File: config.mk
export PLATFORM = sky130hd
export DESIGN_NAME = idx_reg_bridge
export DESIGN_NICKNAME = d
export VERILOG_FILES = /design/src/rtl/idx_bridge_pkg.sv /design/src/rtl/idx_addr_latch.sv /design/src/rtl/idx_access_engine.sv /design/src/rtl/idx_reg_bridge.sv
export SDC_FILE = /design/constraint.sdc
export NUM_CORES = 1
export LEC_CHECK = 0
export BUFFER_PORTS_ARGS = -buffer_cell sky130_fd_sc_hd__buf_4
export CAP_MARGIN = 10
export CORE_MARGIN = 2
export CORE_UTILIZATION = 45
export DETAILED_ROUTE_END_ITERATION = 8
export PLACE_DENSITY = 0.75
export SLEW_MARGIN = 0
export SYNTH_ARGS = -nofsm -noshare
export SYNTH_HDL_FRONTEND = slang
export SYNTH_SLANG_ARGS = --single-unit
File: constraint.sdc
create_clock -name clk -period 1.75 [get_ports clk]
set_input_delay 0.0875 -clock clk [delete_from_list [all_inputs] [get_ports clk]]
set_output_delay 0.0875 -clock clk [all_outputs]
set_load 0.02 [all_outputs]
File: src/rtl/idx_bridge_pkg.sv
// Package: shared port selector type and control-bit position for the
// indirect register bridge. Assumes a 32-bit host bus.
package idx_bridge_pkg;
    localparam int BUS_W        = 32;
    localparam int GUARD_BIT    = 15;

    typedef enum logic [1:0] {
        SEL_ADDR = 2'd0,
        SEL_DATA = 2'd1,
        SEL_CTRL = 2'd2,
        SEL_NONE = 2'd3
    } port_sel_t;
endpackage

File: src/rtl/idx_addr_latch.sv
// Address latch: holds the latest internal address written by the host and
// the one written before it, and reports whether the last two agree.
// Assumes load is a single-cycle pulse per accepted address-port write.
module idx_addr_latch #(
    parameter int ADDR_W = 16
) (
    input  logic              clk,
    input  logic              rst_n,
    input  logic              load,
    input  logic [ADDR_W-1:0] din,
    output logic [ADDR_W-1:0] cur_addr,
    output logic              pair_ok
);
    logic [ADDR_W-1:0] prev_addr;
    logic [1:0]        wr_cnt;

    // Shift the new address in and count writes, saturating at two.
    always_ff @(posedge clk) begin
        if (!rst_n) begin
            cur_addr  <= '0;
            prev_addr <= '0;
            wr_cnt    <= '0;
        end else if (load) begin
            prev_addr <= cur_addr;
            cur_addr  <= din;
            if (wr_cnt != 2'd2) wr_cnt <= wr_cnt + 2'd1;
        end
    end

    // The pair is valid once two writes have landed and they match.
    always_comb pair_ok = (wr_cnt == 2'd2) && (prev_addr == cur_addr);

    assert_latch_follows_R2: assert property (@(posedge clk) disable iff (!rst_n)
        load |=> cur_addr == $past(din));
endmodule

File: src/rtl/idx_access_engine.sv
// Access engine: issues one-cycle internal read/write strobes and captures
// read data one cycle after the read strobe. Busy covers the strobe cycle
// and the capture cycle so that a following read sees the fresh value.
// Assumes go_rd and go_wr are never high together and only when !busy.
module idx_access_engine #(
    parameter int ADDR_W = 16,
    parameter int DATA_W = 32
) (
    input  logic              clk,
    input  logic              rst_n,
    input  logic              go_rd,
    input  logic              go_wr,
    input  logic [ADDR_W-1:0] addr,
    input  logic [DATA_W-1:0] wdata,
    input  logic [DATA_W-1:0] int_rdata,
    output logic              int_rd,
    output logic              int_wr,
    output logic [ADDR_W-1:0] int_addr,
    output logic [DATA_W-1:0] int_wdata,
    output logic [DATA_W-1:0] hold,
    output logic              busy
);
    logic cap_en;

    // Register the strobes and their address/data for the internal side.
    always_ff @(posedge clk) begin
        if (!rst_n) begin
            int_rd    <= 1'b0;
            int_wr    <= 1'b0;
            int_addr  <= '0;
            int_wdata <= '0;
        end else begin
            int_rd <= go_rd;
            int_wr <= go_wr;
            if (go_rd || go_wr) int_addr <= addr;
            if (go_wr) int_wdata <= wdata;
        end
    end

    // Capture the read data presented the cycle after the read strobe.
    always_ff @(posedge clk) begin
        if (!rst_n) begin
            cap_en <= 1'b0;
            hold   <= '0;
        end else begin
            cap_en <= int_rd;
            if (cap_en) hold <= int_rdata;
        end
    end

    // Block new requests while a fetch is in flight.
    always_comb busy = int_rd || cap_en;

    assert_rd_single_pulse_R4: assert property (@(posedge clk) disable iff (!rst_n)
        int_rd |=> !int_rd);
    assert_strobes_exclusive_R3: assert property (@(posedge clk) disable iff (!rst_n)
        $onehot0({int_rd, int_wr}));
endmodule

File: src/rtl/idx_reg_bridge.sv
// Indirect register bridge top: decodes the three host ports, holds the
// guard bit, gates data accesses on the address-pair check and forms a
// registered response one cycle after each accepted request.
// Assumes the host holds a request until it sees req_ready high.
module idx_reg_bridge
    import idx_bridge_pkg::*;
#(
    parameter int ADDR_W = 16,
    parameter int OFF_W  = 4
) (
    input  logic              clk,
    input  logic              rst_n,
    input  logic              req_valid,
    output logic              req_ready,
    input  logic              req_write,
    input  logic [OFF_W-1:0]  req_offset,
    input  logic [BUS_W-1:0]  req_wdata,
    output logic              rsp_valid,
    output logic [BUS_W-1:0]  rsp_rdata,
    output logic              rsp_err,
    output logic              int_wr,
    output logic              int_rd,
    output logic [ADDR_W-1:0] int_addr,
    output logic [BUS_W-1:0]  int_wdata,
    input  logic [BUS_W-1:0]  int_rdata
);
    localparam int WORD_W = OFF_W - 2;

    port_sel_t         sel;
    logic              accept;
    logic              guard_en;
    logic              blocked;
    logic              pair_ok;
    logic              busy;
    logic              go_rd;
    logic              go_wr;
    logic              addr_load;
    logic [ADDR_W-1:0] cur_addr;
    logic [BUS_W-1:0]  hold;
    logic [BUS_W-1:0]  rd_mux;
    logic              unused_wdata_hi;

    assign unused_wdata_hi = ^req_wdata[BUS_W-1:ADDR_W];

    // Decode the byte offset into a port selector; misaligned is unmapped.
    always_comb begin
        sel = SEL_NONE;
        if (req_offset[1:0] == 2'b00) begin
            case (req_offset[OFF_W-1:2])
                WORD_W'(0): sel = SEL_ADDR;
                WORD_W'(1): sel = SEL_DATA;
                WORD_W'(2): sel = SEL_CTRL;
                default:    sel = SEL_NONE;
            endcase
        end
    end

    // Qualify the request and derive the per-port actions.
    always_comb begin
        req_ready = !busy;
        accept    = req_valid && req_ready;
        blocked   = guard_en && !pair_ok;
        addr_load = accept && req_write && (sel == SEL_ADDR);
        go_wr     = accept && req_write && (sel == SEL_DATA) && !blocked;
        go_rd     = accept && !req_write && (sel == SEL_DATA) && !blocked;
    end

    // Guard enable bit of the control port.
    always_ff @(posedge clk) begin
        if (!rst_n) guard_en <= 1'b0;
        else if (accept && req_write && sel == SEL_CTRL)
            guard_en <= req_wdata[GUARD_BIT];
    end

    // Select the read value for the addressed port.
    always_comb begin
        rd_mux = '0;
        case (sel)
            SEL_ADDR: rd_mux = BUS_W'(cur_addr);
            SEL_DATA: rd_mux = blocked ? '0 : hold;
            SEL_CTRL: rd_mux = BUS_W'(guard_en) << GUARD_BIT;
            default:  rd_mux = '0;
        endcase
    end

    // Register the response one cycle after acceptance.
    always_ff @(posedge clk) begin
        if (!rst_n) begin
            rsp_valid <= 1'b0;
            rsp_rdata <= '0;
            rsp_err   <= 1'b0;
        end else begin
            rsp_valid <= accept;
            rsp_err   <= accept && (sel == SEL_DATA) && blocked;
            rsp_rdata <= (accept && !req_write) ? rd_mux : '0;
        end
    end

    idx_addr_latch #(.ADDR_W(ADDR_W)) u_addr (
        .clk      (clk),
        .rst_n    (rst_n),
        .load     (addr_load),
        .din      (req_wdata[ADDR_W-1:0]),
        .cur_addr (cur_addr),
        .pair_ok  (pair_ok)
    );

    idx_access_engine #(.ADDR_W(ADDR_W), .DATA_W(BUS_W)) u_eng (
        .clk       (clk),
        .rst_n     (rst_n),
        .go_rd     (go_rd),
        .go_wr     (go_wr),
        .addr      (cur_addr),
        .wdata     (req_wdata),
        .int_rdata (int_rdata),
        .int_rd    (int_rd),
        .int_wr    (int_wr),
        .int_addr  (int_addr),
        .int_wdata (int_wdata),
        .hold      (hold),
        .busy      (busy)
    );

    assert_no_strobe_on_error_R7: assert property (@(posedge clk) disable iff (!rst_n)
        (rsp_valid && rsp_err) |-> (!int_wr && !int_rd));
    assert_ready_low_after_read_R5: assert property (@(posedge clk) disable iff (!rst_n)
        int_rd |=> !req_ready);
    assert_response_follows_accept_R10: assert property (@(posedge clk) disable iff (!rst_n)
        (req_valid && req_ready) |=> rsp_valid);
endmodule

Word-level counts from Yosys, hierarchy flattened --
Cells that the tools add are included.
Operators by class: equal/unequal tests 7, multiplexer cells 4, add/sub/neg operators 1, reductions and logical operators 24
Operators with widths (number):
- one-hot mux 32 bit (3 select lines) | 1
- 2-to-1 mux 32 bit | 1
- equality test 16 bit | 1
- logical AND 1 bit | 13
- equality test 2 bit (second input constant) | 3
- logical NOT 2 bit | 3
- one-hot mux 2 bit (3 select lines) | 1
- equality test 2 x 1 -> 1 bit (second input constant) | 2
- logical NOT 1 bit | 4
- AND reduction 2 bit | 2
- adder 2 x 1 -> 2 bit (second input constant) | 1
- logical OR 1 bit | 2
- 2-to-1 mux 2 bit | 1
- inequality test 2 bit (second input constant) | 1
Storage, ports and cells: output and inout bits 85, input bits 72, word-level logic and storage cells 49, flip-flop bits (word level) 152

Logic depth before layout (Yosys ltp) --
Gate-level depths: netlist of run 1.
word-level depth 7, gate-level depth with buffers 8, mapped depth without buffers 5

Modules after synthesis --
Synthesis of run 1 repeated with hierarchy kept, for this count alone.
Second synthesis, totals: cell total of the unflattened synthesis 534, area total of the unflattened synthesis 5806.8 µm²
Modules (own cells, without submodules):
- idx_access_engine | sequential area each 1661.6 µm², cells an instance 289, instances 1, area an instance 3138.0 µm²
- idx_addr_latch | sequential area each 680.7 µm², cells an instance 134, instances 1, area an instance 1465.2 µm²
- idx_reg_bridge | sequential area each 700.7 µm², cells an instance 111, instances 1, area an instance 1203.7 µm²

Worst setup path before layout of run 1 --
No wires, ideal clock.
kind register to register, start register u_addr.cur_addr[10], end register u_eng.int_wdata[0], required time 1.678 ns, buffers on the path 2, cell stages (with the launch flop) 8, arrival time 1.609 ns, period minus slack after synthesis 1.681 ns, slack 0.069 ns, library setup time 0.072 ns, cells stage by stage dfxtp_1 > xor2_1 > nor4_2 > and3_4 > a41o_1 > buf_6 > buf_12 > mux2i_1
Between the ends: cells in the longest elaborated chain, start to end 6
RTL lines:
- from (decl) | RTL line idx_addr_latch.sv:11 | output logic [ADDR_W-1:0] cur_addr,
- from (signal assigned) | RTL line idx_addr_latch.sv:25 | cur_addr <= din;
- equality test 16 bit | RTL line idx_addr_latch.sv:31 | always_comb pair_ok = (wr_cnt == 2'd2) && (prev_addr == cur_addr);
- logical AND 1 bit | RTL line idx_addr_latch.sv:31
- logical NOT 1 bit | RTL line idx_reg_bridge.sv:62 | blocked = guard_en && !pair_ok;
- logical AND 1 bit | RTL line idx_reg_bridge.sv:62
- logical NOT 1 bit | RTL line idx_reg_bridge.sv:64 | go_wr = accept && req_write && (sel == SEL_DATA) && !blocked;
- logical AND 1 bit | RTL line idx_reg_bridge.sv:64
- to (signal assigned) | RTL line idx_access_engine.sv:36 | if (go_wr) int_wdata <= wdata;
- to (decl) | RTL line idx_access_engine.sv:19 | output logic [DATA_W-1:0] int_wdata,
No other way between the ends. A chain may end at the register's enable or synchronous reset.

Worst setup path in the final report of run 1 --
start register u_addr.cur_addr[10], end register u_eng.int_wdata[1]
The elaborated chain is that of the path after synthesis.

==> reports/results.txt, run 1 <==
status: complete, but fails checks
violated checks: negative setup slack
# IOs: 157
CTS tree: built
syn_area_per_cell: 9.54 sq um
# setup viols final: 20
fin util: 69.3%
CP Cell Sequence: xor2_1 -> nor4_2 -> and3_4 -> a41o_4 -> clkbuf_16 -> mux2i_1
Adder-Cell Fraction of Synth Area: 0.211%
Worst VDD drop: 764 uV
post-synth cell types: 41
Routed WL per cell: 15.4 um
Initial DRC Count: 270
mux share of post-synthesis cell area: 13.8%
initial antenna violation count: 0
critical path launch point: u_addr.cur_addr[10]
WHS: 0.0586 ns
CP Launch Type: flop
xor and xnor area share after synthesis: 2.51%
max-slew violation count: 0
Seq/Total Area, Yosys: 51.2%
RePlAce Congestion: 0.847
total CTS buffers: 17
post-DP HPWL: 10200 um
Int Pwr: 0.00631 W
RSZ-0062 raised after global routing: yes
final worst slack: -0.0589 ns
power share of the combinational group: 5.9%
post-synth top area cell: dfxtp_1
Tcrit/Tclk final: 103%
die width: 119 um
f_max: 553 MHz
largest family of logic cells by synthesized area: simple AND/OR/NAND/NOR gates
Slowest-stage cell, CP: dfxtp_2
Setup crit end kind: flop
Bufs on Longest Clock Path: 2
DR vias/cell: 4.90
Layout fillers: 907
Routed Antenna Nets: 0
first-pass GRT wire length: 24800 um
Mapped Cells: 623
FF-to-FF Start: u_addr.cur_addr[10]
routed wire length: 16000 um
Initial Utilization: 46.5%
flop2flop setup slack: -0.06 ns
Root Buffer: clkbuf_16
Compound-Gate Fraction of Synth Area: 7.01%
final hold vios: 0
Layout Skew: 0.00671 ns
maximum fanout along the worst path: 10
DRC violations left: 0
WHS Endpoint: u_eng.int_wdata[28]
crit path kind: reg -> reg
Synthesized Nets: 696
Net Sw Power: 0.00160 W
total gr overflow: 0
Yosys reg bits: 152
core outline area: 12800 sq um
share of cells above drive strength 1: 28.8%
Setup Buffers After CTS: 0
Flop pwr share: 44.0%
Area Growth Syn to Fin: 49.0%
Overall Global Routing Usage: 22.1%
Synth top area share: 51.2%
worst slew pin tran: 0.518 ns
n_diodes: 0
Clk pwr share: 50.1%
hold path cells: 3
Max H-tree Level: 4
Worst EP required: 2.10 ns
vias in the first global route: 5149
min cycle time layout: 1.81 ns
Initial DRT Pass Iterations: 4
R2R cell count: 6
total die area: 14100 sq um
worst skew pair latency: 0.42 ns
Final #Nets: 926
vias: 5083
Worst R2R End: u_eng.int_wdata[1]
min-delay src: rst_n
Die Height: 119 um
pin count of the biggest net entering global routing: 142
Critical Path Max Stage Delay: 0.32 ns
clock transition at the registers of the reported paths: 0.06 ns
port buffer count: 156
Post-Synth Simple-Gate Area: 20.2%
HP Class: in -> reg
Power Dens Cells: 892 nW/um^2
top post-synthesis cells by area: dfxtp_1 (51%), mux2i_1 (14%), nand2_1 (11%)
CTS Sinks: 152
Rel. slew slack: 65.4%
maxcap violations: 0
Core Rows: 41
Ys Warns: 0
CP Data Arrival Time: 2.16 ns
Sw Ratio: 20.2%
setup slack after placement: -0.0506 ns
total power draw: 0.00790 W
Synth Cell Area: 5940 sq um
LEAKAGE: 3.45 nW
==> flip-flops by register name, indices dropped and copies added (netlist names) <==
| name | flops |
|---|---|
| rsp_err | 1 |
| u_addr.cur_addr | 16 |
| rsp_rdata | 32 |
| u_eng.int_wdata | 32 |
| u_eng.int_addr | 16 |
| u_eng.int_rd | 1 |
| u_addr.prev_addr | 16 |
| u_eng.cap_en | 1 |
| u_addr.wr_cnt | 2 |
| u_eng.hold | 32 |
| rsp_valid | 1 |
| u_eng.int_wr | 1 |
| guard_en | 1 |
==> routing by layer <==
metal | routed length (um) | vias to the layer above | track usage (%)
li1 | - | 2506 | -
met1 | 6570 | 2400 | 25.2
met2 | 8310 | 146 | 39.8
met3 | 744 | 31 | 5.56
met4 | 386 | 0 | 7.96
met5 | 0 | - | 0
==> cells in the final DEF, fill, tap and decap left out, drive strengths merged, types with 13 or more instances in the layout <==
cell type      n
nor3b         18
clkbuf        20
xnor2         13
inv           17
o31ai         14
nand2        179
mux2i         81
a21boi        32
buf          186
dlygate4sd3   67
dfxtp        152
nor2b         33
==> worst max path at each step <==
stage,depth (start not counted),endpoint
after floorplan,7,u_eng.int_wdata[0]
after global placement,6,u_eng.int_wdata[6]
after detailed placement,6,u_eng.int_wdata[1]
after CTS,6,u_eng.int_wdata[13]
after global routing,6,u_eng.int_wdata[9]
final,6,u_eng.int_wdata[1]
==> power by group through the flow <==
stage                     registers, W  logic [W]  clock network (W)
after floorplan                0.00356   0.000135                  0
after global placement         0.00356   0.000324                  0
after detailed placement       0.00356   0.000331                  0
after CTS                      0.00348   0.000453            0.00402
after global routing           0.00348   0.000497            0.00417
final                          0.00348   0.000466            0.00396
==> metrics by stage <==
stage | instances | setup TNS [ns] | instance area [sq um]
floorplan | 623 | 0 | 5940
global placement | 938 | 0 | 7390
detailed placement | 938 | -0.437 | 7390
CTS | 1037 | -0.541 | 8720
global route | 1038 | -3.14 | 8850
finish | 1038 | -0.455 | 8850
==> area by class of cell <==
| class | count | area (sq um) | area share (%) |
|---|---|---|---|
| Sequential cell | 152 | 3050 | 34.4 |
| Tap cell | 172 | 215 | 2.43 |
| Multi-Input combinational cell | 411 | 2720 | 30.7 |
| Timing Repair Buffer | 254 | 2170 | 24.5 |
| Inverter | 17 | 63.8 | 0.721 |
| Clock buffer | 19 | 443 | 5.00 |
| Clock inverter | 13 | 201 | 2.27 |
==> synth_stat cells <==
cell type / n
nor2_1: 4
nor3_1: 1
a21boi_0: 24
and4b_1: 1
o31ai_1: 14
buf_4: 1
inv_1: 17
a21boi_1: 8
nand4_1: 4
a211oi_1: 1
mux2i_1: 81
and3_4: 1
nor3b_2: 1
a21oi_2: 1
ha_1: 1
nor4_2: 1
xnor2_1: 13
buf_6: 2
dfxtp_1: 152
and4bb_2: 1
buf_12: 3
buf_2: 7
a41o_1: 1
nor3b_1: 17
clkbuf_1: 27
a21oi_1: 2
a21o_1: 1
o211a_1: 1
buf_1: 3
a32oi_1: 2
mux2_2: 1
and2_1: 4
nand3_1: 2
and4_1: 1
nor4b_1: 1
nor4_1: 1
and3_1: 3
nor3_2: 1
xor2_1: 4
nand2_1: 179
nor2b_1: 33
==> cell families after synthesis <==
family / Yosys count
AOI/OAI and AO/OA: 55
and+or+nand+nor: 256
buffers and inverters: 60
muxes: 82
xor gates and xnor gates: 17
adders and majority gates: 1
DFF: 152
==> worst max-delay path, delay by kind of cell (launching register included) <==
family / cells / cell delay (ns)
AOI/OAI and AO/OA: 1 / 0.29
muxes: 1 / 0.20
buffers and inverters: 1 / 0.20
xor gates and xnor gates: 1 / 0.16
DFF: 1 / 0.32
and+or+nand+nor: 2 / 0.57
==> repair_timing <==
| action | in CTS | in global routing |
|---|---|---|
| endpoints found under the hold margin | 82 | 0 |
| resized for setup | 2 | 22 |
| hold buffers | 67 | 0 |
| endpoints found under the setup margin | 20 | 79 |
| cloned | 0 | 1 |
| pin swaps | 0 | 3 |
No activity file was read; power rests on OpenSTA's default activity.
==> run 2: changes to the inputs <==
BUFFER_PORTS_ARGS = -buffer_cell sky130_fd_sc_hd__buf_2   (was -buffer_cell sky130_fd_sc_hd__buf_4)
CORE_MARGIN = 5   (was 2)
==> reports/results.txt, run 2 (same netlist as run 1, synthesis figures left out) <==
CP Launch Type: flop
HP Class: in -> reg
crit path kind: reg -> reg
Root Buffer: clkbuf_16
critical path launch point: u_addr.cur_addr[10]
LEAKAGE: 3.50 nW
share of cells above drive strength 1: 31.7%
RePlAce Congestion: 0.848
vias: 5143
Bufs on Longest Clock Path: 2
violated checks: negative setup slack
Layout Skew: 0.00729 ns
total gr overflow: 0
core outline area: 13100 sq um
Rel. slew slack: 69.9%
critical path depth: 7
DRC violations left: 0
status: complete, but fails checks
Routed WL per cell: 15.7 um
Initial Utilization: 45.4%
worst slew pin tran: 0.451 ns
Max H-tree Level: 4
Layout fillers: 948
design area: 8740 sq um
total CTS buffers: 17
port buffer count: 156
CP delay by family, top: simple AND/OR/NAND/NOR gates
Initial DRT Pass Iterations: 5
first-pass GRT wire length: 25500 um
initial antenna violation count: 0
min cycle time layout: 1.76 ns
worst skew pair latency: 0.42 ns
Placed Instance Area: 7050 sq um
Worst EP required: 2.09 ns
FF-to-FF Start: u_addr.cur_addr[10]
setup slack after placement: -0.0414 ns
Worst Path Buf+Inv: 2
clock transition at the registers of the reported paths: 0.06 ns
flop2flop setup slack: -0.01 ns
Routed Antenna Nets: 0
CTS Sinks: 152
final hold vios: 0
Setup TNS: -0.0587 ns
f_max: 568 MHz
largest registers: rsp_rdata (32), u_eng.hold (32), u_eng.int_wdata (32)
Worst VDD drop: 704 uV
CP Data Arrival Time: 2.10 ns
CTS tree: built
Power Dens Cells: 886 nW/um^2
max-slew violation count: 0
RSZ-0062 raised after global routing: yes
Final #Nets: 940
maxcap violations: 0
DR vias/cell: 4.87
most frequent cells in the layout: nand2_1 (179), buf_2 (155), dfxtp_1 (143), mux2i_1 (81), dlygate4sd3_1 (68)
fin util: 66.8%
Slowest-stage cell, CP: dfxtp_2
Die Height: 125 um
Overall Global Routing Usage: 20.2%
n_diodes: 0
total die area: 15600 sq um
die width: 125 um
Area Growth Syn to Fin: 47.2%
# IOs: 157
Non-Filler Instances: 1056
Core Rows: 42
Initial DRC Count: 298
maximum fanout along the worst path: 8
# setup viols final: 8
Tcrit/Tclk final: 101%
R2R cell count: 7
Setup crit end kind: flop
routed wire length: 16600 um
most common cell after layout, fill and taps aside: nand2_1
pin count of the biggest net entering global routing: 111
post-DP HPWL: 10100 um
vias in the first global route: 5078
dpl cells: 946
Worst R2R End: rsp_rdata[3]
final worst slack: -0.0104 ns
CP Cell Sequence: xor2_1 -> nor4_2 -> and3_4 -> buf_4 -> a21oi_4 -> clkbuf_16 -> o31ai_4
Critical Path Max Stage Delay: 0.32 ns
Worst Setup EP: rsp_rdata[3]
-- run 2: stage by stage --
step / total power (W) / hold slack [ns]
after floorplan: 0.00370 / 0.222
after global placement: 0.00384 / 0.338
after detailed placement: 0.00384 / 0.343
after CTS: 0.00778 / 0.0744
after global routing: 0.00800 / 0.148
final: 0.00775 / 0.120
-- run 2: worst min-delay path: stages --
cell and delay, ns:
buf_2 0.14, nand3_1 0.10, mux2i_1 0.08, nor2b_1 0.10
-- run 2: layer usage --
metal | part of all wire (%) | routed length (um) | vias up | GRT usage, %
li1 | - | - | 2543 | -
met1 | 42 | 6990 | 2428 | 24.1
met2 | 50 | 8370 | 141 | 34.2
met3 | 4.8 | 794 | 31 | 5.02
met4 | 2.6 | 424 | 0 | 9.50
met5 | 0 | 0 | - | 0
-- run 2: final cells by class --
type / instances / area (sq um) / share of cell area, %
Clock buffer: 17 / 425 / 4.86
Multi-Input combinational cell: 411 / 2810 / 32.2
Clock inverter: 15 / 200 / 2.29
Inverter: 17 / 63.8 / 0.730
Sequential cell: 152 / 3050 / 34.9
Timing Repair Buffer: 268 / 1970 / 22.5
Tap cell: 176 / 220 / 2.52
-- run 2: report_power, final --
part / total (W) / internal [W] / leakage [nW] / switching (W)
logic: 0.000441 / 0.000248 / 1.96 / 0.000192
registers: 0.00348 / 0.00347 / 1.23 / 0.00000638
clock network: 0.00383 / 0.00239 / 0.307 / 0.00144
total: 0.00775 / 0.00611 / 3.50 / 0.00164
-- run 2: repair_timing --
| item | CTS | global route |
|---|---|---|
| endpoints found under the hold margin | 87 | 0 |
| setup buffers | 1 | 4 |
| pin swaps | 3 | 5 |
| setup endpoints to repair | 20 | 75 |
| gates cloned | 1 | 4 |
| gates resized for setup | 5 | 46 |
| hold buffers | 68 | 0 |
-- run 2: worst min-delay path by stage --
stage | from | end | slack [ns] | depth (start not counted)
2_1_floorplan | req_wdata[12] | u_addr.cur_addr[12] | 0.22 | 2
3_3_place_gp | req_wdata[18] | u_eng.int_wdata[18] | 0.34 | 3
3_5_place_dp | req_wdata[19] | u_eng.int_wdata[19] | 0.34 | 3
4_1_cts | req_offset[3] | guard_en | 0.07 | 4
5_1_grt | req_offset[3] | guard_en | 0.15 | 4
6_report | req_offset[3] | guard_en | 0.12 | 4
==> run 3: changes to the inputs <==
ABC_AREA = 1   (was not set)
==> reports/results.txt, run 3 <==
n_diodes: 0
WHS Endpoint: u_eng.int_wdata[11]
total gr overflow: 0
crit path kind: reg -> reg
port buffer count: 156
final worst slack: -0.00426 ns
critical path launch point: u_addr.cur_addr[9]
Power Dens Cells: 945 nW/um^2
RePlAce Congestion: 0.796
# IOs: 157
min cycle time layout: 1.75 ns
Worst VDD drop: 679 uV
most frequent cells after synthesis: nor2_1 (157), dfxtp_1 (152), nand2_1 (116), a21oi_1 (83), o21ai_0 (66)
Routed Antenna Nets: 0
Initial DRT Pass Iterations: 5
FF-to-FF Start: u_addr.cur_addr[9]
# setup viols final: 2
Critical Path Max Stage Delay: 0.33 ns
Post-synth top flop: dfxtp_1
Root Buffer: clkbuf_16
DRC violations left: 0
total CTS buffers: 17
vias in the first global route: 5405
clock transition at the registers of the reported paths: 0.06 ns
syn_area_per_cell: 7.68 sq um
share of cells above drive strength 1: 29.6%
total power draw: 0.00815 W
CP Data Arrival Time: 2.12 ns
first-pass GRT wire length: 25600 um
Final #Nets: 1072
hold path cells: 4
Overall Global Routing Usage: 21.7%
asr flop ratio synth: 0%
Slowest-stage cell, CP: dfxtp_2
CTS tree: built
post-DP HPWL: 9950 um
WHS: 0.0370 ns
EDFF count, synth: 0
vias: 5815
Mapped Cells: 756
Core Rows: 41
Layout Skew: 0.00790 ns
die width: 124 um
Initial Utilization: 46.0%
worst skew pair latency: 0.43 ns
status: complete, but fails checks
Bufs on Longest Clock Path: 2
count leader, synth: nor2_1
routed wire length: 17900 um
flop2flop setup slack: -0.004 ns
Ys Warns: 0
initial antenna violation count: 0
setup slack after placement: 0.0443 ns
worst slew pin tran: 0.461 ns
Synth top area share: 52.4%
pin count of the biggest net entering global routing: 67
CP Cell Sequence: buf_6 -> nand2_4 -> o21ai_1 -> nor2_1 -> nand2_1 -> nor2_1 -> nand2_1 -> nand2_4 -> buf_6 -> nand3_4 -> clkbuf_16 -> nor2_1
post-synth cell types: 27
CTS Sinks: 152
max-slew violation count: 0
Routed WL per cell: 15.2 um
Yosys reg bits: 152
core outline area: 12600 sq um
CP dominant cell by count: nor2_1
Initial DRC Count: 324
Die Height: 124 um
Worst EP required: 2.11 ns
CP Launch Type: flop
Area Growth Syn to Fin: 48.6%
Max H-tree Level: 4
RSZ-0062 raised after global routing: yes
Setup TNS: -0.00835 ns
Synthesized Nets: 829
LEAKAGE: 3.95 nW
violated checks: negative setup slack
Tcrit/Tclk final: 100%
Rel. slew slack: 69.3%
f_max: 570 MHz
DR vias/cell: 4.91
final hold vios: 0
post-synth top area cell: dfxtp_1
R2R cell count: 12
maximum fanout along the worst path: 8
Synth Cell Area: 5800 sq um
total die area: 15300 sq um
most common cell after layout, fill and taps aside: buf_2
HP Class: in -> reg
most frequent cells in the layout: buf_2 (155), nor2_1 (140), dfxtp_1 (140), nand2_1 (113), a21oi_1 (75)
min-delay src: req_wdata[11]
Setup crit end kind: flop
Seq/Total Area, Yosys: 52.4%
Worst R2R End: rsp_rdata[18]
maxcap violations: 0
largest registers: rsp_rdata (32), u_eng.hold (32), u_eng.int_wdata (32)
top post-synthesis cells by area: dfxtp_1 (52%), nor2_1 (10%), nand2_1 (7.5%)
[run 3: changes by cell type after synthesis, moves of 32 or more]
cell,change
nand3b_1,+32
inv_1,+39
nor2b_1,-33
a21oi_1,+81
nor2_1,+153
mux2i_1,-81
o21ai_0,+66
nand2_1,-63
[run 3: cell families (layout without fill, tap and decap cells)]
kind of cell / Yosys count / after routing / share of synthesized area, %
AO/OA/AOI/OAI: 153 / 153 / 13.4
XOR/XNOR: 5 / 5 / 0.755
adder cells (fa/ha/maj): 1 / 1 / 0.216
buffers and inverters: 109 / 365 / 8.32
flip-flops: 152 / 152 / 52.4
AND/OR/NAND/NOR: 336 / 336 / 24.9
[run 3: what timing repair did]
action,in CTS,in global routing
buffers inserted,0,9
gates resized for setup,0,72
hold buffers,64,0
hold endpoints to repair,71,0
endpoints found under the setup margin,0,96
[run 3: area by class of cell]
| type | count | area, sq um |
|---|---|---|
| multi-input combinational | 495 | 2450 |
| tap | 172 | 215 |
| timing repair buffer | 271 | 1990 |
| inverter | 62 | 236 |
| clock inverter | 11 | 191 |
| sequential | 152 | 3060 |
| fill | 1015 | 3990 |
| clock buffer | 21 | 480 |
[run 3: worst max path at each step]
| stage | endpoint | slack [ns] | cells after the start |
|---|---|---|---|
| 2_1_floorplan | u_addr.prev_addr[10] | 0.13 | 8 |
| 3_3_place_gp | u_eng.int_wdata[18] | 0.07 | 11 |
| 3_5_place_dp | u_eng.int_wdata[18] | 0.04 | 11 |
| 4_1_cts | u_eng.int_wdata[1] | 0.03 | 11 |
| 5_1_grt | rsp_rdata[0] | -0.12 | 12 |
| 6_report | rsp_rdata[18] | -0.004 | 12 |
[run 3: critical path: cells and delay by family, from the launching register on]
kind                   cells  cell delay, ns
DFF                        1            0.33
and+or+nand+nor            8            0.81
buffers and inverters      3            0.47
AOI/OAI and AO/OA          1            0.06
[run 3: power breakdown]
group          switching (W)  total [W]  leakage (nW)  internal, W
registers          0.0000186    0.00351          1.23      0.00349
clock network        0.00145    0.00413         0.333      0.00268
logic               0.000250   0.000506          2.38     0.000256
total                0.00172    0.00815          3.95      0.00643
[run 3: metrics by stage]
stage / instances / utilization, % / area (sq um)
finish: 1184 / 68.4 / 8630
global route: 1184 / 68.4 / 8630
CTS: 1168 / 64.9 / 8180
detailed placement: 1072 / 54.5 / 6870
global placement: 1072 / 54.5 / 6870
floorplan: 756 / - / 5800
[run 3: per-layer routing]
layer / track usage [%] / part of all wire, % / vias to the layer above
met2: 36.2 / 49 / 183
met1: 25.5 / 41 / 2686
li1: - / - / 2893
met3: 7.99 / 6.1 / 53
met5: 0 / 0 / -
met4: 8.10 / 3.4 / 0
